## src/rtl/alt_flush_pkg.sv

```systemverilog
package alt_flush_pkg;

  typedef enum logic [2:0] {
    OP_LD_DW   = 3'd0,
    OP_LD_XW   = 3'd1,
    OP_LD_FDW  = 3'd2,
    OP_ST_DW   = 3'd3,
    OP_ST_XW   = 3'd4,
    OP_ST_FDW  = 3'd5,
    OP_LD_OTH  = 3'd6,
    OP_ST_OTH  = 3'd7
  } op_e;

  typedef enum logic [1:0] {
    EXC_NONE   = 2'd0,
    EXC_ACCESS = 2'd1,
    EXC_ALIGN  = 2'd2
  } exc_e;

  localparam logic [7:0] FT_NONE  = 8'h00;
  localparam logic [7:0] FT_BADOP = 8'h08;
  localparam logic [7:0] FT_PERM  = 8'h01;

  function automatic logic op_is_store(input logic [2:0] op);
    return (op == OP_ST_DW) || (op == OP_ST_XW) || (op == OP_ST_FDW) || (op == OP_ST_OTH);
  endfunction

  function automatic logic op_is_legal(input logic [2:0] op);
    return op <= OP_ST_FDW;
  endfunction

endpackage

```

## src/rtl/alt_flush_legality.sv

```systemverilog
module alt_flush_legality
  import alt_flush_pkg::*;
#(
  parameter int SPACE_W = 8,
  parameter logic [SPACE_W-1:0] FLUSH_SPACE = 8'h67
) (
  input  logic [2:0]         op,
  input  logic [SPACE_W-1:0] space,
  input  logic [2:0]         va_low,
  input  logic               priv,
  output logic [1:0]         exc,
  output logic [7:0]         ftype,
  output logic               flush_go
);
  logic legal, to_flush, perm_bad, misal;

  always_comb begin
    legal    = op_is_legal(op);
    to_flush = (space == FLUSH_SPACE);
    perm_bad = to_flush && (!op_is_store(op) || !priv);
    misal    = (va_low != 3'b000);
    exc      = EXC_NONE;
    ftype    = FT_NONE;
    flush_go = 1'b0;
    if (!legal) begin
      exc   = EXC_ACCESS;
      ftype = FT_BADOP;
    end else if (perm_bad) begin
      exc   = EXC_ACCESS;
      ftype = FT_PERM;
    end else if (misal) begin
      exc   = EXC_ALIGN;
    end else begin
      flush_go = to_flush;
    end
  end
endmodule

```

## src/rtl/alt_flush_seq.sv

```systemverilog
module alt_flush_seq #(
  parameter int NUM_LINES = 64,
  localparam int IDX_W = (NUM_LINES > 1) ? $clog2(NUM_LINES) : 1
) (
  input  logic             clk,
  input  logic             rst,
  input  logic             start,
  output logic             idle,
  output logic             inv_valid,
  output logic [IDX_W-1:0] inv_index,
  output logic             done
);
  typedef enum logic [1:0] {S_IDLE, S_RUN, S_DONE} st_e;
  localparam logic [IDX_W-1:0] LAST = IDX_W'(NUM_LINES - 1);

  st_e              st;
  logic [IDX_W-1:0] idx;

  always_ff @(posedge clk) begin
    if (rst) begin
      st   <= S_IDLE;
      idx  <= '0;
      done <= 1'b0;
    end else begin
      case (st)
        S_IDLE: begin
          done <= 1'b0;
          if (start) begin
            st  <= S_RUN;
            idx <= '0;
          end
        end
        S_RUN: begin
          if (idx == LAST) begin
            st   <= S_DONE;
            done <= 1'b1;
          end else begin
            idx <= idx + 1'b1;
          end
        end
        default: begin
          done <= 1'b0;
          st   <= S_IDLE;
        end
      endcase
    end
  end

  assign idle      = (st == S_IDLE);
  assign inv_valid = (st == S_RUN);
  assign inv_index = idx;
endmodule

```

## src/rtl/alt_flush_resp.sv

```systemverilog
module alt_flush_resp #(
  parameter int DATA_W = 64
) (
  input  logic              clk,
  input  logic              rst,
  input  logic              accept,
  input  logic [1:0]        exc_in,
  input  logic [7:0]        ftype_in,
  output logic              rsp_valid,
  output logic [1:0]        rsp_exc,
  output logic [7:0]        rsp_ftype,
  output logic [DATA_W-1:0] rsp_rdata
);
  always_ff @(posedge clk) begin
    if (rst) begin
      rsp_valid <= 1'b0;
      rsp_exc   <= 2'd0;
      rsp_ftype <= 8'h00;
      rsp_rdata <= '0;
    end else begin
      rsp_valid <= accept;
      rsp_rdata <= '0;
      if (accept) begin
        rsp_exc   <= exc_in;
        rsp_ftype <= ftype_in;
      end
    end
  end
endmodule

```

## src/rtl/alt_flush_gate.sv

```systemverilog
module alt_flush_gate #(
  parameter int VA_W = 64,
  parameter int DATA_W = 64,
  parameter int SPACE_W = 8,
  parameter logic [SPACE_W-1:0] FLUSH_SPACE = 8'h67,
  parameter int NUM_LINES = 64,
  localparam int IDX_W = (NUM_LINES > 1) ? $clog2(NUM_LINES) : 1
) (
  input  logic               clk,
  input  logic               rst,
  input  logic               req_valid,
  output logic               req_ready,
  input  logic [2:0]         req_op,
  input  logic [SPACE_W-1:0] req_space,
  input  logic [VA_W-1:0]    req_vaddr,
  input  logic [DATA_W-1:0]  req_wdata,
  input  logic               req_priv,
  input  logic               req_le,
  output logic               rsp_valid,
  output logic [1:0]         rsp_exc,
  output logic [7:0]         rsp_ftype,
  output logic [DATA_W-1:0]  rsp_rdata,
  output logic               inv_valid,
  output logic [IDX_W-1:0]   inv_index,
  output logic               flush_done
);
  logic       accept, seq_idle, flush_go;
  logic [1:0] exc_c;
  logic [7:0] ft_c;
  logic       unused_inputs;

  assign unused_inputs = ^{req_wdata, req_le, req_vaddr[VA_W-1:3]};
  assign req_ready     = seq_idle;
  assign accept        = req_valid && seq_idle;

  alt_flush_legality #(.SPACE_W(SPACE_W), .FLUSH_SPACE(FLUSH_SPACE)) u_legal (
    .op(req_op), .space(req_space), .va_low(req_vaddr[2:0]), .priv(req_priv),
    .exc(exc_c), .ftype(ft_c), .flush_go(flush_go)
  );

  alt_flush_resp #(.DATA_W(DATA_W)) u_resp (
    .clk(clk), .rst(rst), .accept(accept), .exc_in(exc_c), .ftype_in(ft_c),
    .rsp_valid(rsp_valid), .rsp_exc(rsp_exc), .rsp_ftype(rsp_ftype), .rsp_rdata(rsp_rdata)
  );

  alt_flush_seq #(.NUM_LINES(NUM_LINES)) u_seq (
    .clk(clk), .rst(rst), .start(accept && flush_go), .idle(seq_idle),
    .inv_valid(inv_valid), .inv_index(inv_index), .done(flush_done)
  );
endmodule

```

## config.mk

```make
export PLATFORM = sky130hd
export DESIGN_NAME = alt_flush_gate
export DESIGN_NICKNAME = d
export VERILOG_FILES = /design/src/rtl/alt_flush_pkg.sv /design/src/rtl/alt_flush_legality.sv /design/src/rtl/alt_flush_seq.sv /design/src/rtl/alt_flush_resp.sv /design/src/rtl/alt_flush_gate.sv
export SDC_FILE = /design/constraint.sdc
export NUM_CORES = 1
export LEC_CHECK = 0
export ABC_AREA = 1
export BUFFER_PORTS_ARGS = -buffer_cell sky130_fd_sc_hd__buf_2
export CORE_AREA = 2 2 88 90
export CTS_CLUSTER_DIAMETER = 120
export CTS_CLUSTER_SIZE = 28
export DETAILED_ROUTE_END_ITERATION = 8
export DIE_AREA = 0 0 90 92
export GPL_TIMING_DRIVEN = 0
export HOLD_SLACK_MARGIN = 0.15
export SYNTH_ARGS = -nofsm -noshare
export SYNTH_HDL_FRONTEND = slang
export SYNTH_SLANG_ARGS = --single-unit
```

## constraint.sdc

```tcl
create_clock -name clk -period 2.86 [get_ports clk]
set_input_delay 0.572 -clock clk [delete_from_list [all_inputs] [get_ports clk]]
set_output_delay 0.572 -clock clk [all_outputs]
set_load 0.005 [all_outputs]
```

==> impl_metrics.json <==
{
  "path_max_fanout": 5,
  "synth_xor_area_share_pct": 0.686,
  "arrival_ns": 1.12,
  "max_freq_ghz": 0.591,
  "avgSynthCellArea_sq_um": 7.38,
  "fin_crit_ns": 1.69,
  "rsz0062_at_grt": "false",
  "ant_nets": 0,
  "drv_cap": 0,
  "coreArea_sq_um": 7450,
  "synth_area_sq_um": 1280,
  "grt_start_max_net_pins": 11,
  "path_class": "reg2out",
  "seq_power_share_pct": 38.0,
  "wl_per_cell_um": 6.76,
  "muxShareOfSynthArea_pct": 0,
  "viasPerCell": 2.92,
  "pre_cts_ws_ns": 1.13,
  "ys_warn_count": 0,
  "rows": 32,
  "synthAdderAreaFrac_pct": 0.979,
  "powerDensity_nw_per_um2": 282,
  "antenna_cells": 0,
  "ys_seq_area_share_pct": 21.9,
  "postLayoutCellArea_sq_um": 1870,
  "power.internal_mw": 0.398,
  "port_buffers": 30,
  "swShare_pct": 24.5,
  "fp.dieH_um": 92,
  "grt_pass1_vias": 1033,
  "yosys-top-cells-area": "buf_4 41%, dfxtp_1 22%, nand2_1 6.8%",
  "share_comb_of_total_power_pct": 25.2,
  "gp_congestion": 0.809,
  "final_cells": 378,
  "clk_latency_ns": 0.25,
  "ctsHtreeMaxLevel": 1,
  "yosys.area_share.simple_pct": 26.0,
  "drt_wl_total_um": 2560,
  "end_kind": "primary output",
  "skew_ns": 0.00602,
  "p_clk_share_pct": 36.7,
  "r2r-start": "u_seq.inv_index[0]",
  "antenna_found_initial": 0,
  "dp_hpwl_um": 2250,
  "setup_tns_ns": 0,
  "layout.nets": 422,
  "cts-resized-gates": 0,
  "status": "finished clean",
  "crit_path_start_kind": "flip-flop",
  "yosysTopAreaCellShare_pct": 41.1,
  "cts.clk_slew.worst_paths_ns": 0.06,
  "synth_compound_area_share_pct": 4.51,
  "cts_tree": "built",
  "cts-root-buf": "clkbuf_8",
  "cts_setup_buffers": 0,
  "start_util_pct": 17.2,
  "ys_seq_elements": 14,
  "synth_area_leader_cell": "buf_4",
  "drt-initial-drc-count": 28,
  "synthCells": 173,
  "grt.overflow.total": 0,
  "drc": 0,
  "layout-drive-gt1-share_pct": 43.5,
  "worstHoldStart": "u_resp.rsp_ftype[0]",
  "die-area_sq_um": 8280,
  "ios": 228,
  "grtUsageTotal_pct": 6.00,
  "drv_slew": 0,
  "fin_crit_sh_pct": 59.1,
  "finalSetupViolCount": 0,
  "cellLeakagePower_nw": 1.10,
  "synth_top_family_by_area": "buffers and inverters",
  "ir_worst_vdd_mv": 0.136,
  "clockBufferDepth": 2,
  "p_sw_mw": 0.129,
  "numCtsBuffers": 3,
  "grt_pass1_wl_um": 4130,
  "cts_sinks": 14,
  "hold_class": "reg2reg",
  "cts.hold.buffers_added": 0,
  "area_growth_pct": 46.3,
  "hold_viol": 0,
  "fill_cells": 828,
  "die_x_um": 90,
  "ys_types": 25,
  "vias": 1103,
  "required_ns": 2.29,
  "drt_pass1_iterations": 4,
  "crit_path_start": "u_seq.st[1]",
  "finalWorstSetupSlack_ns": 1.17,
  "dp_cells": 374,
  "dpl_cell_area_sq_um": 1810
}
[per-stage QoR]
| step | util (%) | total power, mW | hold slack, ns |
|---|---|---|---|
| finish | 25.1 | 0.527 | 0.463 |
| global route | 25.1 | 0.557 | 0.494 |
| CTS | 25.1 | 0.526 | 0.468 |
| detailed placement | 24.4 | 0.334 | 0.459 |
| global placement | 24.4 | 0.333 | 0.453 |
| floorplan | - | 0.314 | 0.451 |
[final cells by class]
| class | count | area (sq um) | area share, % |
|---|---|---|---|
| multi-input combinational | 143 | 673 | 36.0 |
| buffer | 71 | 531 | 28.4 |
| sequential | 14 | 280 | 15.0 |
| timing repair buffer | 30 | 150 | 8.03 |
| tap | 102 | 128 | 6.83 |
| clock buffer | 4 | 55.1 | 2.95 |
| inverter | 14 | 52.6 | 2.81 |
[critical path, cell delays in order, from the launching register on]
cell and delay, ns:
dfxtp_1 0.37, inv_1 0.05, nand2_1 0.15, inv_1 0.14, buf_2 0.15
[power groups by stage]
stage          clock, mW  combinational [mW]  sequential, mW
3_3_place_gp           0               0.129           0.204
2_1_floorplan          0               0.109           0.205
6_report           0.194               0.133           0.200
4_1_cts            0.196               0.129           0.200
5_1_grt            0.206               0.150           0.201
3_5_place_dp           0               0.129           0.205
[placed cells by master, fill, tap and decap left out, drive strengths merged, types with 2 or more instances in the layout]
| cell type | Yosys | final |
|---|---|---|
| o21ai | 3 | 3 |
| dfxtp | 14 | 14 |
| nand2 | 29 | 29 |
| inv | 13 | 13 |
| a21oi | 7 | 7 |
| buf | 71 | 101 |
| nand3b | 2 | 2 |
| conb | 1 | 70 |
| nand3 | 9 | 9 |
| nor2 | 18 | 18 |
| clkbuf | 0 | 4 |
[cell usage after synthesis]
cell / instances
buf_4: 70
nand2_1: 23
dfxtp_1: 14
nor2_1: 13
inv_1: 12
nand3_1: 9
a21oi_1: 5
nand2_2: 3
nand2_4: 3
nor2_2: 3
a21oi_2: 2
nand3b_1: 2
o21ai_0: 2
buf_2: 1
clkinv_1: 1
conb_1: 1
ha_1: 1
inv_2: 1
nand4_4: 1
nor2_4: 1
nor2_8: 1
nor3_1: 1
nor3b_1: 1
o21ai_1: 1
xnor2_1: 1
[logic make-up after synthesis]
logic type	count (synthesis)
compound gates	10
buf+inv	85
simple gates	61
other cells	1
fa+ha+maj	1
flops	14
xor+xnor	1
[registers in the layout (all words and copies together), names as in the netlist]
name	cells
u_seq.st	2
u_seq.done	1
u_seq.inv_index	6
u_resp.rsp_valid	1
u_resp.rsp_exc	2
u_resp.rsp_ftype	2
[per-layer routing]
layer  wire [um]  up-vias  global-route usage (%)
li1            -      597                       -
met1         993      434                    5.99
met2        1200       68                    11.3
met3         329        4                    1.89
met4          34        0                    2.69
met5           0        -                       0
[path summary, 6_finish.rpt]
check	to	slack, ns	depth (start not counted)
worst min register to register	u_resp.rsp_ftype[0]	0.46	2
worst min-delay path	u_resp.rsp_ftype[0]	0.46	2
worst max-delay path	inv_valid	1.17	4
worst max register to register	u_seq.inv_index[2]	1.38	9
No activity file was read; power rests on OpenSTA's default activity.
